===== src/rtl/uart_brk_pkg.sv =====
package uart_brk_pkg;
    typedef enum logic [1:0] {
        ST_IDLE = 2'd0,
        ST_SEND = 2'd1,
        ST_BRK  = 2'd2,
        ST_GAP  = 2'd3
    } tx_st_e;
endpackage


===== src/rtl/uart_brk_hold.sv =====
module uart_brk_hold #(
    parameter int DATA_W = 8
) (
    input  logic              clk,
    input  logic              rst_n,
    input  logic              wr_en,
    input  logic [DATA_W-1:0] wr_data,
    input  logic              take,
    output logic              full,
    output logic [DATA_W-1:0] data
);
    typedef struct packed {
        logic              full;
        logic [DATA_W-1:0] data;
    } hold_t;

    hold_t hq, hd;

    always_comb begin
        hd = hq;
        if (take) begin
            hd.full = 1'b0;
        end
        if (wr_en && !hq.full) begin
            hd.full = 1'b1;
            hd.data = wr_data;
        end
    end

    always_ff @(posedge clk or negedge rst_n) begin
        if (!rst_n) begin
            hq <= '0;
        end else begin
            hq <= hd;
        end
    end

    assign full = hq.full;
    assign data = hq.data;

    AST_FULL_WRITE_IGNORED: assert property (@(posedge clk) disable iff (!rst_n)
        (hq.full && wr_en && !take) |=> $stable(hq.data));
endmodule


===== src/rtl/uart_brk_dis.sv =====
module uart_brk_dis (
    input  logic clk,
    input  logic rst_n,
    input  logic tx_dis,
    input  logic quiet,
    input  logic clr,
    output logic sts
);
    typedef struct packed {
        logic sts;
        logic seen;
    } dis_t;

    dis_t sq, sd;

    always_comb begin
        sd = sq;
        if (!tx_dis) begin
            sd.sts  = 1'b0;
            sd.seen = 1'b0;
        end else if (quiet && !sq.seen) begin
            sd.sts  = 1'b1;
            sd.seen = 1'b1;
        end else if (clr) begin
            sd.sts = 1'b0;
        end
    end

    always_ff @(posedge clk or negedge rst_n) begin
        if (!rst_n) begin
            sq <= '0;
        end else begin
            sq <= sd;
        end
    end

    assign sts = sq.sts;

    AST_STS_ONLY_WHEN_QUIET: assert property (@(posedge clk) disable iff (!rst_n)
        $rose(sq.sts) |-> ($past(tx_dis) && $past(quiet)));
endmodule


===== src/rtl/uart_brk_tx.sv =====
module uart_brk_tx #(
    parameter int DATA_W = 8
) (
    input  logic              clk,
    input  logic              rst_n,
    input  logic              baud_tick,
    input  logic              wr_en,
    input  logic [DATA_W-1:0] wr_data,
    input  logic              brk_en,
    input  logic              tx_dis,
    input  logic              dis_clr,
    output logic              tx_line,
    output logic              busy,
    output logic              hold_full,
    output logic              dis_sts,
    output logic              dis_irq
);
    import uart_brk_pkg::*;

    localparam int CNT_W = $clog2(DATA_W + 2);
    localparam logic [CNT_W-1:0] LAST_BIT = CNT_W'(DATA_W + 1);

    typedef struct packed {
        tx_st_e           st;
        logic [CNT_W-1:0] cnt;
        logic [DATA_W:0]  sh;
        logic             line;
    } tx_t;

    tx_t              rq, rd;
    logic             take;
    logic             start_ok;
    logic [DATA_W-1:0] hold_data;

    uart_brk_hold #(.DATA_W(DATA_W)) u_hold (
        .clk     (clk),
        .rst_n   (rst_n),
        .wr_en   (wr_en),
        .wr_data (wr_data),
        .take    (take),
        .full    (hold_full),
        .data    (hold_data)
    );

    uart_brk_dis u_dis (
        .clk    (clk),
        .rst_n  (rst_n),
        .tx_dis (tx_dis),
        .quiet  (rq.st != ST_SEND),
        .clr    (dis_clr),
        .sts    (dis_sts)
    );

    assign start_ok = baud_tick && hold_full && !tx_dis;

    always_comb begin
        rd   = rq;
        take = 1'b0;
        unique case (rq.st)
            ST_IDLE: begin
                if (brk_en) begin
                    rd.st   = ST_BRK;
                    rd.line = 1'b0;
                end else if (start_ok) begin
                    rd.st   = ST_SEND;
                    rd.cnt  = '0;
                    rd.line = 1'b0;
                    rd.sh   = {1'b1, hold_data};
                    take    = 1'b1;
                end
            end
            ST_SEND: begin
                if (brk_en) begin
                    rd.st   = ST_BRK;
                    rd.line = 1'b0;
                end else if (baud_tick) begin
                    if (rq.cnt == LAST_BIT) begin
                        if (start_ok) begin
                            rd.cnt  = '0;
                            rd.line = 1'b0;
                            rd.sh   = {1'b1, hold_data};
                            take    = 1'b1;
                        end else begin
                            rd.st   = ST_IDLE;
                            rd.line = 1'b1;
                        end
                    end else begin
                        rd.cnt  = rq.cnt + 1'b1;
                        rd.line = rq.sh[0];
                        rd.sh   = {1'b1, rq.sh[DATA_W:1]};
                    end
                end
            end
            ST_BRK: begin
                rd.line = 1'b0;
                if (!brk_en) begin
                    rd.st   = ST_GAP;
                    rd.line = 1'b1;
                end
            end
            ST_GAP: begin
                rd.line = 1'b1;
                if (brk_en) begin
                    rd.st   = ST_BRK;
                    rd.line = 1'b0;
                end else if (baud_tick) begin
                    rd.st = ST_IDLE;
                end
            end
            default: rd.st = ST_IDLE;
        endcase
    end

    always_ff @(posedge clk or negedge rst_n) begin
        if (!rst_n) begin
            rq.st   <= ST_IDLE;
            rq.cnt  <= '0;
            rq.sh   <= '1;
            rq.line <= 1'b1;
        end else begin
            rq <= rd;
        end
    end

    assign tx_line = rq.line & ~brk_en;
    assign busy    = (rq.st == ST_SEND);
    assign dis_irq = dis_sts;

    AST_IDLE_LINE_HIGH: assert property (@(posedge clk) disable iff (!rst_n)
        (rq.st == ST_IDLE) |-> rq.line);
    AST_NO_START_DISABLED: assert property (@(posedge clk) disable iff (!rst_n)
        (rq.st != ST_SEND && tx_dis) |=> (rq.st != ST_SEND));
    AST_HELD_BYTE_KEPT: assert property (@(posedge clk) disable iff (!rst_n)
        (hold_full && tx_dis && rq.st != ST_SEND) |=> hold_full);
    AST_BREAK_HELD_LOW: assert property (@(posedge clk) disable iff (!rst_n)
        (brk_en && $past(brk_en)) |-> !rq.line);
    AST_BREAK_ABANDONS: assert property (@(posedge clk) disable iff (!rst_n)
        (rq.st == ST_SEND && brk_en) |=> !busy);
    AST_GAP_NO_START: assert property (@(posedge clk) disable iff (!rst_n)
        (rq.st == ST_GAP) |=> (rq.st != ST_SEND));
endmodule


===== config.mk =====
export PLATFORM = sky130hd
export DESIGN_NAME = uart_brk_tx
export DESIGN_NICKNAME = d
export VERILOG_FILES = /design/src/rtl/uart_brk_pkg.sv /design/src/rtl/uart_brk_hold.sv /design/src/rtl/uart_brk_dis.sv /design/src/rtl/uart_brk_tx.sv
export SDC_FILE = /design/constraint.sdc
export NUM_CORES = 1
export LEC_CHECK = 0
export BUFFER_PORTS_ARGS = -buffer_cell sky130_fd_sc_hd__buf_4
export CAP_MARGIN = 10
export CORE_ASPECT_RATIO = 0.7
export CORE_UTILIZATION = 25
export CTS_CLUSTER_SIZE = 20
export DETAILED_ROUTE_END_ITERATION = 10
export SYNTH_ARGS = -nofsm -noshare
export SYNTH_HDL_FRONTEND = slang
export SYNTH_SLANG_ARGS = --single-unit

===== constraint.sdc =====
create_clock -name clk -period 1.7 [get_ports clk]
set_input_delay 0.085 -clock clk [delete_from_list [all_inputs] [get_ports clk]]
set_output_delay 0.085 -clock clk [all_outputs]
set_load 0.02 [all_outputs]

==> key figures <==
Power and ir drop
  – Seq pwr share: 0.571
  – Clock share of power: 0.243
  – Pwr/cell area: between 1000 and 1500 nW/µm²
  – Gate power share: 0.186
  – Leakage: 0.000685 µW
  – Net Sw Power: around 420 µW
  – VDD IR-drop max: 0.000296 V
  – Overall power: around 1600 µW
  – Sw frac: 0.259
  – Internal power: about 1200 µW

Logic synthesis
  – Area leader, netlist: dfrtp_1
  – Area contributors post-synth: dfrtp_1 (35%), dfstp_2 (19%), mux2_2 (7.3%)
  – Synthesized area per cell: 11.6 µm²
  – Seq/Total Area, Yosys: 0.538
  – EDFF count, synth: 0
  – Syn Nets: 123
  – Commonest cells post-synth: dfrtp_1 (17), nand2_1 (12), dfstp_2 (9), mux2_2 (8), o21ai_0 (8)
  – Syn Inst Count: 106
  – Most used DFF post-synth: dfrtp_1
  – Count leader, synth: dfrtp_1
  – Synth unique cells: 36
  – Yosys warns: 0
  – Synth Cell Area: around 1200 µm²
  – #FFs+latches synth: 26
  – Synth top area share: 0.346
  – Async SR Flop Fraction: 1.00

Global route
  – Vias in the first global route: 779
  – Congestion Overflow GR: 0
  – Global-route wire length before repair: around 3.8 mm
  – GR Util All Layers: 0.0951
  – Antenna violations before repair: 0
  – Largest net degree at the start of global routing: 27

Place
  – Port Buf Inserts: 19
  – GPL Wtd Cong: approximately 0.77
  – Final HPWL DP: 1.64 mm

Die
  – Row Count: 20
  – Die area: 5210 µm²
  – Chip width: 85.9 µm
  – # IOs: 20
  – Core ar.: about 4500 µm²
  – Initial Util: 0.272
  – Die H: 60.7 µm

Critical path
  – Crit start category: flip-flop
  – Crit Path Class: reg2reg
  – Worst Setup End Kind: flip-flop
  – CP Max Fanout: 4
  – Worst Path Required: 1860 ps
  – Critical Path AT: about 1700 ps

Clock network
  – CTS tree: done
  – # clock sinks: 26
  – Root Driver: clkbuf_8
  – Bufs on Longest Clock Path: 2
  – Clk_lat worst skew: ~270 ps
  – Hold Buf Count CTS: 2
  – Num CTS Buffers: 3
  – Post-cts resize count: 0
  – Clock-pin slew on the worst setup and hold paths: 90 ps
  – # H-tree levels: 1
  – Postcts setup bufs: 0

Timing
  – Worst relative slew slack: 0.781
  – Period utilisation layout: 0.910
  – Unrepaired setup endpoints after global routing: false
  – Slew @ Worst Pin: 329 ps
  – Crit path time final: 1550 ps
  – Pins Over Slew Limit: 0
  – Fin Setup TNS: 0 ps
  – Max Freq: 647 MHz
  – Setup Viol. Count Final: 0
  – Endpoints failing hold: 0
  – Worst Skew: 8.54 ps

Final layout
  – Share of layout cells above drive strength 1: 0.385
  – Area Growth Syn to Fin: 23.5%
  – Antenna diode count: 0
  – Layout Nets: 148

Drt
  – WL final: 2.17 mm
  – Number of vias per cell: 4.29
  – Drt pass-1 iters: 4
  – Starting DRT DRC Count: 43
  – Via Count: 840
  – Final ANT Viol Nets: 0
  – WL/cell: between 10 and 15 µm
  – DRC: 0

Hold path
  – Tightest Hold Check Type: in2reg

Run status
  – Status: completed

Job
  – Maxcap violations: 0
layer usage:
layer / vias up / GRT usage / wire length (µm)
met5: - / 0 / 0
met4: 0 / 0.0500 / 51
met3: 5 / 0.0245 / 78
met2: 17 / 0.124 / 863
met1: 397 / 0.143 / 1180
li1: 421 / - / -
final cells by class:
class                           count  area, µm²
Sequential cell                    26        662
Clock buffer                        4       55.1
Inverter                            5       18.8
Timing Repair Buffer               25        193
Tap cell                           66       82.6
Fill cell                         462       3010
Multi-Input combinational cell     70        509
placed cells by master (no fill, tap or decap):
master / n
buf_4: 23
dfrtp_1: 17
nand2_1: 12
dfstp_2: 9
mux2_2: 8
o21ai_0: 8
mux2i_1: 7
inv_1: 5
clkbuf_8: 4
o21ai_1: 3
nor2b_1: 2
nor2_1: 2
nand3b_1: 2
a21oi_1: 2
or3_1: 2
a21boi_1: 2
ha_1: 2
dlygate4sd3_1: 2
and2b_2: 1
and3b_2: 1
and4bb_1: 1
a22oi_2: 1
nand2_2: 1
nand4b_1: 1
a2111o_1: 1
o21a_1: 1
a21o_2: 1
o31a_2: 1
o22ai_1: 1
and2_1: 1
nand3_1: 1
a211oi_1: 1
a311oi_1: 1
a31oi_1: 1
nand2b_1: 1
o2111ai_1: 1
sequential cells by signal (all words and copies together) (netlist names), named ones only:
name	count
u_dis.sts	1
u_dis.sq	1
u_hold.data	8
rq	14
u_hold.full	1
final timing paths:
check,start,to,slack [ps],depth (start not counted)
setup / recovery,rq[11],rq[12],150,5
hold / removal,wr_en,u_hold.full,20,2
setup reg to reg,rq[11],rq[12],150,5
hold reg to reg,rq[8],rq[8],470,2
max in group asynchronous,rst_n,rq[8],1150,2
min in group asynchronous,rst_n,u_hold.data[1],240,2
stage by stage:
stage | instance area, µm² | std cells | worst slack, ps | hold WS [ps] | utilization
final | 1520 | 196 | 154 | 21.4 | 0.336
after global routing | 1520 | 196 | 44.7 | 25.3 | 0.336
after CTS | 1520 | 196 | 153 | 20.5 | 0.336
after detailed placement | 1450 | 190 | 167 | 13.5 | 0.319
after global placement | 1450 | 190 | 178 | 6.51 | 0.319
after floorplan | 1230 | 106 | 278 | -211 | -
power by group through the flow:
| stage | Combinational [µW] | Sequential (µW) | Clock, µW |
|---|---|---|---|
| 2_1_floorplan | 224 | 919 | 0 |
| 3_3_place_gp | 294 | 943 | 0 |
| 3_5_place_dp | 306 | 943 | 0 |
| 4_1_cts | 311 | 934 | 416 |
| 5_1_grt | 349 | 958 | 445 |
| 6_report | 304 | 934 | 397 |
worst max-delay path, cell delays in order (launching register included):
cell      delay [ps]
dfrtp_1          410
inv_1             60
ha_1             150
nand4b_1         140
a2111o_1         510
a21boi_1         160
cell families (layout without fill, tap and decap cells):
kind of cell	count (synthesis)	count (layout)	synth area share
fa+ha+maj	2	2	0.0203
flops	26	26	0.538
mux	15	15	0.130
simple gates	28	28	0.127
buf+inv	10	34	0.0488
compound gates	25	25	0.136
Note: power is estimated with default switching activity, not from simulation.
